--- src/rtl/irtx_pkg.sv ---
package irtx_pkg;

  typedef enum logic [1:0] {
    PM_CONT  = 2'b00,
    PM_SIX   = 2'b01,
    PM_EIGHT = 2'b10,
    PM_CONT2 = 2'b11
  } pmode_t;

  // Low-speed widths are held in tenths of a microsecond.
  function automatic int lo_width_cyc(input int code, input int ref_mhz);
    case (code)
      2:       return (ref_mhz * 60 + 5) / 10;
      3:       return (ref_mhz * 70 + 5) / 10;
      4:       return (ref_mhz * 90 + 5) / 10;
      5:       return (ref_mhz * 106 + 5) / 10;
      default: return 0;
    endcase
  endfunction

  function automatic bit lo_code_ok(input int code);
    return (code >= 2) && (code <= 5);
  endfunction

  // High-speed widths step in quarter microseconds.
  function automatic int hi_width_cyc(input int code, input int ref_mhz);
    if (code <= 5) return (ref_mhz * (code + 1) + 2) / 4;
    return 0;
  endfunction

  function automatic bit hi_code_ok(input int code);
    return code <= 5;
  endfunction

endpackage

--- src/rtl/irtx_cfg_decode.sv ---
module irtx_cfg_decode #(
  parameter int REF_MHZ = 8,
  parameter int CNT_W   = 16
) (
  input  logic             clk,
  input  logic             rst,
  input  logic             hs_sel,
  input  logic [2:0]       width_code,
  input  logic [CNT_W-1:0] freq_div,
  output logic [CNT_W-1:0] period_q,
  output logic [CNT_W-1:0] high_q,
  output logic             err_q
);

  localparam int NCODE = 8;
  localparam logic [CNT_W-1:0] FIXED_PERIOD = CNT_W'(2 * REF_MHZ);

  logic [CNT_W-1:0] lo_tab [NCODE];
  logic [CNT_W-1:0] hi_tab [NCODE];
  logic [NCODE-1:0] lo_ok;
  logic [NCODE-1:0] hi_ok;

  for (genvar g = 0; g < NCODE; g++) begin : g_tab
    assign lo_tab[g] = CNT_W'(irtx_pkg::lo_width_cyc(g, REF_MHZ));
    assign hi_tab[g] = CNT_W'(irtx_pkg::hi_width_cyc(g, REF_MHZ));
    assign lo_ok[g]  = irtx_pkg::lo_code_ok(g);
    assign hi_ok[g]  = irtx_pkg::hi_code_ok(g);
  end

  logic [CNT_W-1:0] per_d;
  logic [CNT_W-1:0] hi_d;
  logic             err_d;

  always_comb begin
    if (hs_sel) begin
      per_d = FIXED_PERIOD;
      hi_d  = hi_tab[width_code];
      err_d = !hi_ok[width_code];
    end else begin
      per_d = freq_div;
      hi_d  = lo_tab[width_code];
      err_d = !lo_ok[width_code] || (freq_div < CNT_W'(2)) || (freq_div <= hi_d);
    end
  end

  always_ff @(posedge clk) begin
    if (rst) begin
      period_q <= FIXED_PERIOD;
      high_q   <= '0;
      err_q    <= 1'b0;
    end else begin
      period_q <= per_d;
      high_q   <= hi_d;
      err_q    <= err_d;
    end
  end

  a_r8_fixed_period: assert property (@(posedge clk) disable iff (rst)
    hs_sel |=> (period_q == FIXED_PERIOD));

  a_r10_small_divisor: assert property (@(posedge clk) disable iff (rst)
    (!hs_sel && (freq_div < CNT_W'(2))) |=> err_q);

  a_r9_reserved_high: assert property (@(posedge clk) disable iff (rst)
    (hs_sel && (width_code[2:1] == 2'b11)) |=> err_q);

endmodule

--- src/rtl/irtx_pulse_gen.sv ---
module irtx_pulse_gen #(
  parameter int CNT_W = 16
) (
  input  logic             clk,
  input  logic             rst,
  input  logic             tx_active,
  input  logic             bit_strobe,
  input  logic             tx_bit,
  input  logic [1:0]       pulse_mode,
  input  logic [CNT_W-1:0] period,
  input  logic [CNT_W-1:0] high_time,
  input  logic             cfg_err,
  output logic             tx_out
);

  import irtx_pkg::*;

  localparam int PC_W = 4;

  logic             run_q, run_d;
  logic [CNT_W-1:0] phase_q, phase_d;
  logic [PC_W-1:0]  pcnt_q, pcnt_d;
  logic             burst;
  logic [PC_W-1:0]  target;
  logic             start, stop, wrap;

  assign burst  = (pulse_mode == PM_SIX) || (pulse_mode == PM_EIGHT);
  assign target = (pulse_mode == PM_SIX) ? PC_W'(6) : PC_W'(8);
  assign start  = bit_strobe && tx_active && !tx_bit;
  assign stop   = !tx_active || cfg_err || (bit_strobe && tx_bit);
  assign wrap   = phase_q >= (period - CNT_W'(1));

  always_comb begin
    run_d   = run_q;
    phase_d = phase_q;
    pcnt_d  = pcnt_q;
    if (stop) begin
      run_d   = 1'b0;
      phase_d = '0;
      pcnt_d  = '0;
    end else if (start && (burst || !run_q)) begin
      run_d   = 1'b1;
      phase_d = '0;
      pcnt_d  = '0;
    end else if (run_q) begin
      if (wrap) begin
        phase_d = '0;
        if (pcnt_q != {PC_W{1'b1}}) pcnt_d = pcnt_q + PC_W'(1);
        if (burst && (pcnt_q >= target - PC_W'(1))) run_d = 1'b0;
      end else begin
        phase_d = phase_q + CNT_W'(1);
      end
    end
  end

  always_ff @(posedge clk) begin
    if (rst) begin
      run_q   <= 1'b0;
      phase_q <= '0;
      pcnt_q  <= '0;
      tx_out  <= 1'b0;
    end else begin
      run_q   <= run_d;
      phase_q <= phase_d;
      pcnt_q  <= pcnt_d;
      tx_out  <= run_d && (phase_d < high_time);
    end
  end

  a_r1_idle_low: assert property (@(posedge clk) disable iff (rst)
    !tx_active |=> !tx_out);

  a_r2_one_dark: assert property (@(posedge clk) disable iff (rst)
    (bit_strobe && tx_bit) |=> !tx_out);

  a_r9_err_mutes: assert property (@(posedge clk) disable iff (rst)
    cfg_err |=> !tx_out);

  a_r3_zero_lights: assert property (@(posedge clk) disable iff (rst)
    (start && !cfg_err) |=> tx_out);

  a_r4_burst_bound: assert property (@(posedge clk) disable iff (rst)
    (run_q && burst) |-> (pcnt_q < target));

endmodule

--- src/rtl/irtx_sc_modulator.sv ---
module irtx_sc_modulator #(
  parameter int REF_MHZ = 8,
  parameter int CNT_W   = 16
) (
  input  logic             clk,
  input  logic             rst,
  input  logic             tx_active,
  input  logic             bit_strobe,
  input  logic             tx_bit,
  input  logic [1:0]       pulse_mode,
  input  logic             hs_sel,
  input  logic [2:0]       width_code,
  input  logic [CNT_W-1:0] freq_div,
  output logic             tx_out,
  output logic             cfg_err
);

  logic [CNT_W-1:0] period_q;
  logic [CNT_W-1:0] high_q;
  logic [1:0]       mode_q;

  always_ff @(posedge clk) begin
    if (rst) mode_q <= 2'b00;
    else     mode_q <= pulse_mode;
  end

  irtx_cfg_decode #(.REF_MHZ(REF_MHZ), .CNT_W(CNT_W)) i_cfg (
    .clk        (clk),
    .rst        (rst),
    .hs_sel     (hs_sel),
    .width_code (width_code),
    .freq_div   (freq_div),
    .period_q   (period_q),
    .high_q     (high_q),
    .err_q      (cfg_err)
  );

  irtx_pulse_gen #(.CNT_W(CNT_W)) i_gen (
    .clk        (clk),
    .rst        (rst),
    .tx_active  (tx_active),
    .bit_strobe (bit_strobe),
    .tx_bit     (tx_bit),
    .pulse_mode (mode_q),
    .period     (period_q),
    .high_time  (high_q),
    .cfg_err    (cfg_err),
    .tx_out     (tx_out)
  );

endmodule

--- config.mk ---
export PLATFORM = sky130hd
export DESIGN_NAME = irtx_sc_modulator
export DESIGN_NICKNAME = d
export VERILOG_FILES = /design/src/rtl/irtx_pkg.sv /design/src/rtl/irtx_cfg_decode.sv /design/src/rtl/irtx_pulse_gen.sv /design/src/rtl/irtx_sc_modulator.sv
export SDC_FILE = /design/constraint.sdc
export NUM_CORES = 1
export LEC_CHECK = 0
export BUFFER_PORTS_ARGS = -buffer_cell sky130_fd_sc_hd__buf_2
export CELL_PAD_IN_SITES_DETAIL_PLACEMENT = 0
export CELL_PAD_IN_SITES_GLOBAL_PLACEMENT = 1
export CORE_MARGIN = 2
export CORE_UTILIZATION = 45
export DETAILED_ROUTE_END_ITERATION = 16
export PLACE_DENSITY_LB_ADDON = 0.05
export SLEW_MARGIN = 15
export SYNTH_ARGS = -nofsm -noshare
export SYNTH_HDL_FRONTEND = slang
export SYNTH_HIERARCHICAL = 1
export SYNTH_SLANG_ARGS = --single-unit
--- constraint.sdc ---
create_clock -name clk -period 5.1 [get_ports clk]
set_input_delay 0.765 -clock clk [delete_from_list [all_inputs] [get_ports clk]]
set_output_delay 0.765 -clock clk [all_outputs]
set_load 0.02 [all_outputs]
; ---- Yosys cells after proc, flatten, opt, wreduce, memory -nomap -nowiden
; Memory sizes are Yosys's and may differ from the RTL's.
; Cells that the tools add are included.
[totals]
register_bits = 57
latch_bits = 0
ram_bits = 0
rom_bits = 272
wordCells = 65
memories = 4
[classes]
n_addsub = 4
multipliers = 0
div = 0
order_cmp = 7
eq_ne = 3
n_shift = 0
n_mux = 18
n_bitwise = 1
reduce_logical = 20
[mem_list]
columns = name, depth, width, read_ports, rd_clocked_by_memory_dff, wr, line
row1 = (name not given), 8, 16, 1, 0, 0, irtx_cfg_decode.sv:37  ; hi_d = hi_tab[width_code];
row2 = (name not given), 8, 16, 1, 0, 0, irtx_cfg_decode.sv:41  ; hi_d = lo_tab[width_code];
row3 = (name not given), 8, 1, 1, 0, 0, irtx_cfg_decode.sv:38  ; err_d = !hi_ok[width_code];
row4 = (name not given), 8, 1, 1, 0, 0, irtx_cfg_decode.sv:42  ; err_d = !lo_ok[width_code] || (freq_div < CNT_W'(2)) || (freq_div <= hi_d);
[ops]
columns = operator, n
row1 = $mux 16, 9
row2 = $add 16x1->16 const B, 1
row3 = $ge 16x16->1, 1
row4 = $le 16x16->1, 1
row5 = $lt 16x16->1, 1
row6 = $lt 16x2->1 const B, 1
row7 = $sub 16x1->16 const B, 1
row8 = $mux 1, 8
row9 = $logic_and 1x1->1, 6
row10 = $logic_or 1x1->1, 6
row11 = $logic_not 1->1, 5
row12 = $add 4x1->4 const B, 1
row13 = $ge 4x4->1, 1
row14 = $ge 4x4->1 const B, 1
row15 = $lt 3x4->1 const B, 1
row16 = $mux 4, 1
row17 = $ne 4x4->1 const B, 1
row18 = $not 3->4, 1
row19 = $sub 4x1->4 const B, 1
row20 = $reduce_and 3->1, 1
row21 = $reduce_or 3->1, 1
row22 = $eq 2x1->1 const B, 1
row23 = $eq 2x2->1 const B, 1
row24 = $reduce_or 2->1, 1

; ---- Logic depth before layout (Yosys ltp)
[logic_depth]
ltp_word = 11
ltp_mapped = 20
mapped_depth_nobuf = 19

; ---- Cells and area by module
; The synthesis kept the hierarchy.
[modules_own_cells]
columns = mod, instances, cells_each, area_per_inst_um2, seq_area_each_um2
row1 = irtx_pulse_gen, 1, 270, 2098.3, 440.4
row2 = irtx_cfg_decode, 1, 110, 1096.1, 480.5
row3 = irtx_sc_modulator, 1, 4, 52.6, 40.0

; ---- Least setup slack after synthesis
; No wires, ideal clock.
[synth_path]
kind = reg2reg
from = register i_cfg.period_q[5]
to = register i_gen.tx_out
setup_ps = 115
arrival_time_ps = 4317
slack_ps = 668
stages_incl_launch_ff = 20
n_path_buf = 1
synth_period_minus_slack_ps = 4432
cell_sequence = dfxtp_1 or4_1 nor2_1 and3_1 nand2_1 xor2_1 ha_1 nand4_1 a211oi_1 a32oi_2 nand2_2 a21o_1 buf_1 nor2_1 ha_1 nand2_1 nor3_1 o2111ai_1 or4_1 and3_1
[synth_between]
elab_chain_len = 8
[synth_rtl]
columns = element, line
row1 = "start, declared", irtx_cfg_decode.sv:10  ; output logic [CNT_W-1:0] period_q,
row2 = "start signal, assigned", irtx_cfg_decode.sv:52  ; period_q <= per_d;
row3 = $sub 16x1->16, irtx_pulse_gen.sv:31  ; assign wrap = phase_q >= (period - CNT_W'(1));
row4 = $ge 16x16->1, irtx_pulse_gen.sv:31
row5 = $mux 16, irtx_pulse_gen.sv:46  ; if (wrap) begin
row6 = $mux 16, irtx_pulse_gen.sv:45  ; end else if (run_q) begin
row7 = $mux 16, irtx_pulse_gen.sv:41  ; end else if (start && (burst || !run_q)) begin
row8 = $mux 16, irtx_pulse_gen.sv:37  ; if (stop) begin
row9 = net i_gen.phase_d[11], irtx_pulse_gen.sv:21  ; logic [CNT_W-1:0] phase_q, phase_d;
row10 = $lt 16x16->1, irtx_pulse_gen.sv:66  ; tx_out <= run_d && (phase_d < high_time);
row11 = $logic_and 1x1->1, irtx_pulse_gen.sv:66
row12 = "end signal, assigned", irtx_pulse_gen.sv:66
row13 = "end, declared", irtx_pulse_gen.sv:13  ; output logic tx_out
; The timed path passes the listed nets, and every way through them passes these cells.
; A chain may end at the register's enable or synchronous reset.

; ---- Final worst setup path
; Same ends and word-level chain as after synthesis.

==> flow_results.xml <==
<?xml version="1.0" encoding="UTF-8"?>
<metrics>
  <group name="grt">
    <metric name="first_global_vias" unit="">2356</metric>
    <metric name="grt_first_pass_wirelength" unit="microns">11000</metric>
    <metric name="initial_antenna_violation_count" unit="">0</metric>
    <metric name="grt_max_degree" unit="">17</metric>
    <metric name="gr-usage-all-layers" unit="%">17.9</metric>
    <metric name="grt_overflow" unit="">0</metric>
  </group>
  <group name="placement">
    <metric name="post-place-ws" unit="ns">0.241</metric>
    <metric name="post-dp-hpwl" unit="microns">5260</metric>
    <metric name="place_inst" unit="">499</metric>
    <metric name="gpl.final_weighted_congestion" unit="">0.821</metric>
    <metric name="port_buffers" unit="">28</metric>
  </group>
  <group name="floorplan">
    <metric name="rows" unit="">30</metric>
    <metric name="die_wd" unit="microns">88.9</metric>
    <metric name="die_area" unit="sq um">7910</metric>
    <metric name="pin_count" unit="">29</metric>
    <metric name="die_height" unit="microns">88.9</metric>
    <metric name="initial_utilization" unit="%">47.0</metric>
    <metric name="placeableCoreArea" unit="sq um">6910</metric>
  </group>
  <group name="finish">
    <metric name="sequential_cell_area" unit="sq um">961</metric>
    <metric name="finish.cell_count_without_fillers" unit="">507</metric>
    <metric name="n_antenna_cell" unit="">0</metric>
    <metric name="multi_input_gate_area" unit="sq um">2090</metric>
    <metric name="most-common-layout-cells" unit="">sky130_fd_sc_hd__nor2_1 (51), sky130_fd_sc_hd__dfxtp_1 (48), sky130_fd_sc_hd__ha_1 (47)</metric>
    <metric name="most_common_cell_after_layout_fill_and_taps_aside" unit="">sky130_fd_sc_hd__nor2_1</metric>
    <metric name="fillerInstances" unit="">718</metric>
    <metric name="area.growth.synth_to_final" unit="%">9.36</metric>
    <metric name="finalCoreUtilization" unit="%">51.4</metric>
    <metric name="layout-drive-gt1-share" unit="%">10.9</metric>
    <metric name="finalNetCount" unit="">484</metric>
  </group>
  <group name="cts">
    <metric name="clock_tree.buffer_depth" unit="">2</metric>
    <metric name="tritoncts" unit="">built</metric>
    <metric name="tritoncts_num_sinks" unit="">48</metric>
    <metric name="post-cts-setup-buffer-count" unit="">0</metric>
    <metric name="cts_inserted_buffers" unit="">5</metric>
    <metric name="cts-hold-fix-buffers" unit="">0</metric>
    <metric name="clockRootBuffer" unit="">sky130_fd_sc_hd__clkbuf_8</metric>
    <metric name="clkLatencyLatePin" unit="ns">0.30</metric>
    <metric name="htree_num_levels" unit="">2</metric>
    <metric name="cts.reportedPaths.clkPinSlew" unit="ns">0.09</metric>
  </group>
  <group name="yosys">
    <metric name="postSynth.topFlopCell" unit="">sky130_fd_sc_hd__dfxtp_1</metric>
    <metric name="postSynth.asyncResetShare" unit="%">0</metric>
    <metric name="syn-mean-instance-area" unit="sq um">8.46</metric>
    <metric name="ys_seq_area_share" unit="%">29.6</metric>
    <metric name="netlist_cell_types" unit="">51</metric>
    <metric name="number_of_cells_produced_by_synthesis" unit="">384</metric>
    <metric name="yosys_warnings" unit="">6</metric>
    <metric name="post-synth-top-area-cell" unit="">sky130_fd_sc_hd__dfxtp_1</metric>
    <metric name="ys_ff_latch" unit="">48</metric>
    <metric name="mappedNetlistArea" unit="sq um">3250</metric>
    <metric name="synth_edf_count" unit="">0</metric>
    <metric name="synth_top_area_share" unit="%">29.6</metric>
    <metric name="ys_top_cells_by_area" unit="">sky130_fd_sc_hd__dfxtp_1 (30%), sky130_fd_sc_hd__ha_1 (18%), sky130_fd_sc_hd__nor2_1 (5.9%)</metric>
  </group>
  <group name="hold_path">
    <metric name="hold_class" unit="">reg -&gt; reg</metric>
  </group>
  <group name="drt">
    <metric name="detail_route.drc_violations" unit="">0</metric>
    <metric name="drtPass1Iterations" unit="">4</metric>
    <metric name="viasPerCell" unit="">4.95</metric>
    <metric name="final_antenna_net_count" unit="">0</metric>
    <metric name="postRouteWirelength" unit="microns">6410</metric>
    <metric name="routed_wire_length_per_instance" unit="microns">12.6</metric>
    <metric name="total_number_of_vias" unit="">2512</metric>
    <metric name="first_iter_violations" unit="">122</metric>
  </group>
  <group name="pwr">
    <metric name="vdd.ir_drop.worst" unit="mV">0.102</metric>
    <metric name="power_frac_seq" unit="%">49.6</metric>
    <metric name="leakagePower" unit="nW">1.53</metric>
    <metric name="power.density_cell_area" unit="nW/um^2">222</metric>
    <metric name="clockPowerShare" unit="%">37.5</metric>
    <metric name="p_int" unit="W">0.000600</metric>
    <metric name="combPwrFrac" unit="%">12.8</metric>
    <metric name="power.switching_fraction" unit="%">23.9</metric>
    <metric name="total_switching_power" unit="W">0.000188</metric>
  </group>
  <group name="timing">
    <metric name="timing_max_transition_violations_final" unit="">0</metric>
    <metric name="clock_skew_after_layout" unit="ns">0.0143</metric>
    <metric name="worst-slew-pin-transition" unit="ns">0.606</metric>
    <metric name="rsz0062_at_grt" unit="">no</metric>
    <metric name="finalWorstSetupSlack" unit="ns">0.454</metric>
    <metric name="worst_max_slew_margin_expressed_relative_to_the_limit" unit="%">59.4</metric>
    <metric name="finalCriticalPeriod" unit="ns">4.65</metric>
    <metric name="final.setup.tns" unit="ns">0</metric>
    <metric name="max_freq" unit="GHz">0.215</metric>
    <metric name="finalHoldViolations" unit="">0</metric>
    <metric name="setup-violations-final" unit="">0</metric>
    <metric name="final_min_period_over_clock_period" unit="%">91.1</metric>
    <metric name="tightest_hold_margin" unit="ns">0.510</metric>
  </group>
  <group name="worst_setup_path">
    <metric name="worst-r2r-setup-slack" unit="ns">0.45</metric>
    <metric name="setup.worst_path.class" unit="">reg -&gt; reg</metric>
    <metric name="crit_family" unit="">simple AND/OR/NAND/NOR gates</metric>
    <metric name="setup_crit_start_kind" unit="">register</metric>
    <metric name="critical_path.max_fanout" unit="">14</metric>
    <metric name="slowest_delay" unit="ns">0.53</metric>
    <metric name="crit_buf_inv" unit="">0</metric>
    <metric name="critPathCaptureType" unit="">register</metric>
    <metric name="critPathArrivalTime" unit="ns">4.85</metric>
    <metric name="required" unit="ns">5.30</metric>
    <metric name="cp_slowest_cell" unit="">sky130_fd_sc_hd__or4_1</metric>
    <metric name="crit_path_cell_trace" unit="">or4_1 &gt; nor2_1 &gt; and3_1 &gt; nand2_1 &gt; xor2_1 &gt; ha_1 &gt; nand4_1 &gt; a211oi_1 &gt; a32oi_2 &gt; nand2_2 &gt; a21o_4 &gt; nor2_1 &gt; ha_1 &gt; nand4_1 &gt; nor3_1 &gt; o2111ai_1 &gt; or4_1 &gt; and3_1</metric>
  </group>
  <group name="outcome">
    <metric name="outcome" unit="">finished, final reports clean</metric>
  </group>
  <group name="job">
    <metric name="maxCapViolCount" unit="">0</metric>
  </group>
</metrics>
-- registers in the layout, indices dropped and copies added, names as in the netlist --
| register | count |
|---|---|
| i_cfg/period_q | 16 |
| i_gen/phase_q | 16 |
| i_cfg/high_q | 7 |
| i_gen/pcnt_q | 4 |
| mode_q | 2 |
| i_cfg/err_q | 1 |
| i_gen/run_q | 1 |
| i_gen/tx_out | 1 |
-- area by class of cell --
class	count	share of cell area [%]
Clock buffer	7	2.71
Sequential cell	48	27.1
Timing Repair Buffer	28	3.95
Multi-Input combinational cell	296	58.8
Clock inverter	1	0.846
Inverter	31	3.28
Tap cell	96	3.38
-- synth_stat cells (7+ instances only) --
| cell | instances |
|---|---|
| sky130_fd_sc_hd__dfxtp_1 | 48 |
| sky130_fd_sc_hd__and3_1 | 7 |
| sky130_fd_sc_hd__o21ai_0 | 9 |
| sky130_fd_sc_hd__ha_1 | 47 |
| sky130_fd_sc_hd__nand3_1 | 9 |
| sky130_fd_sc_hd__buf_4 | 9 |
| sky130_fd_sc_hd__nand2_1 | 26 |
| sky130_fd_sc_hd__nand4_1 | 8 |
| sky130_fd_sc_hd__inv_1 | 31 |
| sky130_fd_sc_hd__xnor2_1 | 14 |
| sky130_fd_sc_hd__nor2_1 | 51 |
| sky130_fd_sc_hd__xor2_1 | 14 |
| sky130_fd_sc_hd__nor4_1 | 7 |
| sky130_fd_sc_hd__a21oi_1 | 12 |
| sky130_fd_sc_hd__nor3_1 | 10 |
| sky130_fd_sc_hd__and2_1 | 18 |
-- path summary, 6_finish.rpt --
check | start | endpoint | cells past startpoint
hold reg to reg | i_gen/pcnt_q[1] | i_gen/pcnt_q[1] | 2
hold / removal | i_gen/pcnt_q[1] | i_gen/pcnt_q[1] | 2
setup / recovery | i_cfg/period_q[5] | i_gen/tx_out | 18
setup reg to reg | i_cfg/period_q[5] | i_gen/tx_out | 18
-- power by group through the flow --
stage | combinational, W | sequential [W] | clock [W]
2_1_floorplan | 0.0000761 | 0.000398 | 0
3_3_place_gp | 0.0000996 | 0.000400 | 0
3_5_place_dp | 0.000100 | 0.000400 | 0
4_1_cts | 0.000101 | 0.000391 | 0.000303
5_1_grt | 0.000117 | 0.000393 | 0.000321
6_report | 0.000101 | 0.000391 | 0.000296
-- per-stage QoR --
step | area [sq um] | power, W
after floorplan | 3280 | 0.000474
after CTS | 3540 | 0.000795
after global routing | 3550 | 0.000831
final | 3550 | 0.000787
after global placement | 3420 | 0.000499
after detailed placement | 3420 | 0.000500
-- cells by family after synthesis --
kind of cell	share of synthesized area [%]
flops	29.6
compound gates	11.7
other cells	0.115
fa+ha+maj	18.1
mux	1.27
xor+xnor	7.55
simple gates	24.4
buf+inv	7.28
-- worst min-delay path: stages, from the launching register on --
cell and delay (ns):
sky130_fd_sc_hd__dfxtp_1 0.35, sky130_fd_sc_hd__nand2_1 0.06, sky130_fd_sc_hd__mux2i_1 0.06
-- routing by layer --
metal / vias to the layer above / GRT usage [%] / share of wire [%]
li1: 1370 / - / -
met1: 1107 / 24.8 / 52
met2: 32 / 29.2 / 45
met3: 3 / 3.05 / 2.3
met4: 0 / 4.48 / 0.45
met5: - / 0 / 0
-- what timing repair did --
item	in CTS	in global routing
hold endpoints to repair	0	0
gates resized for setup	0	2
endpoints found under the setup margin	0	1
No activity file was read; power rests on OpenSTA's default activity.
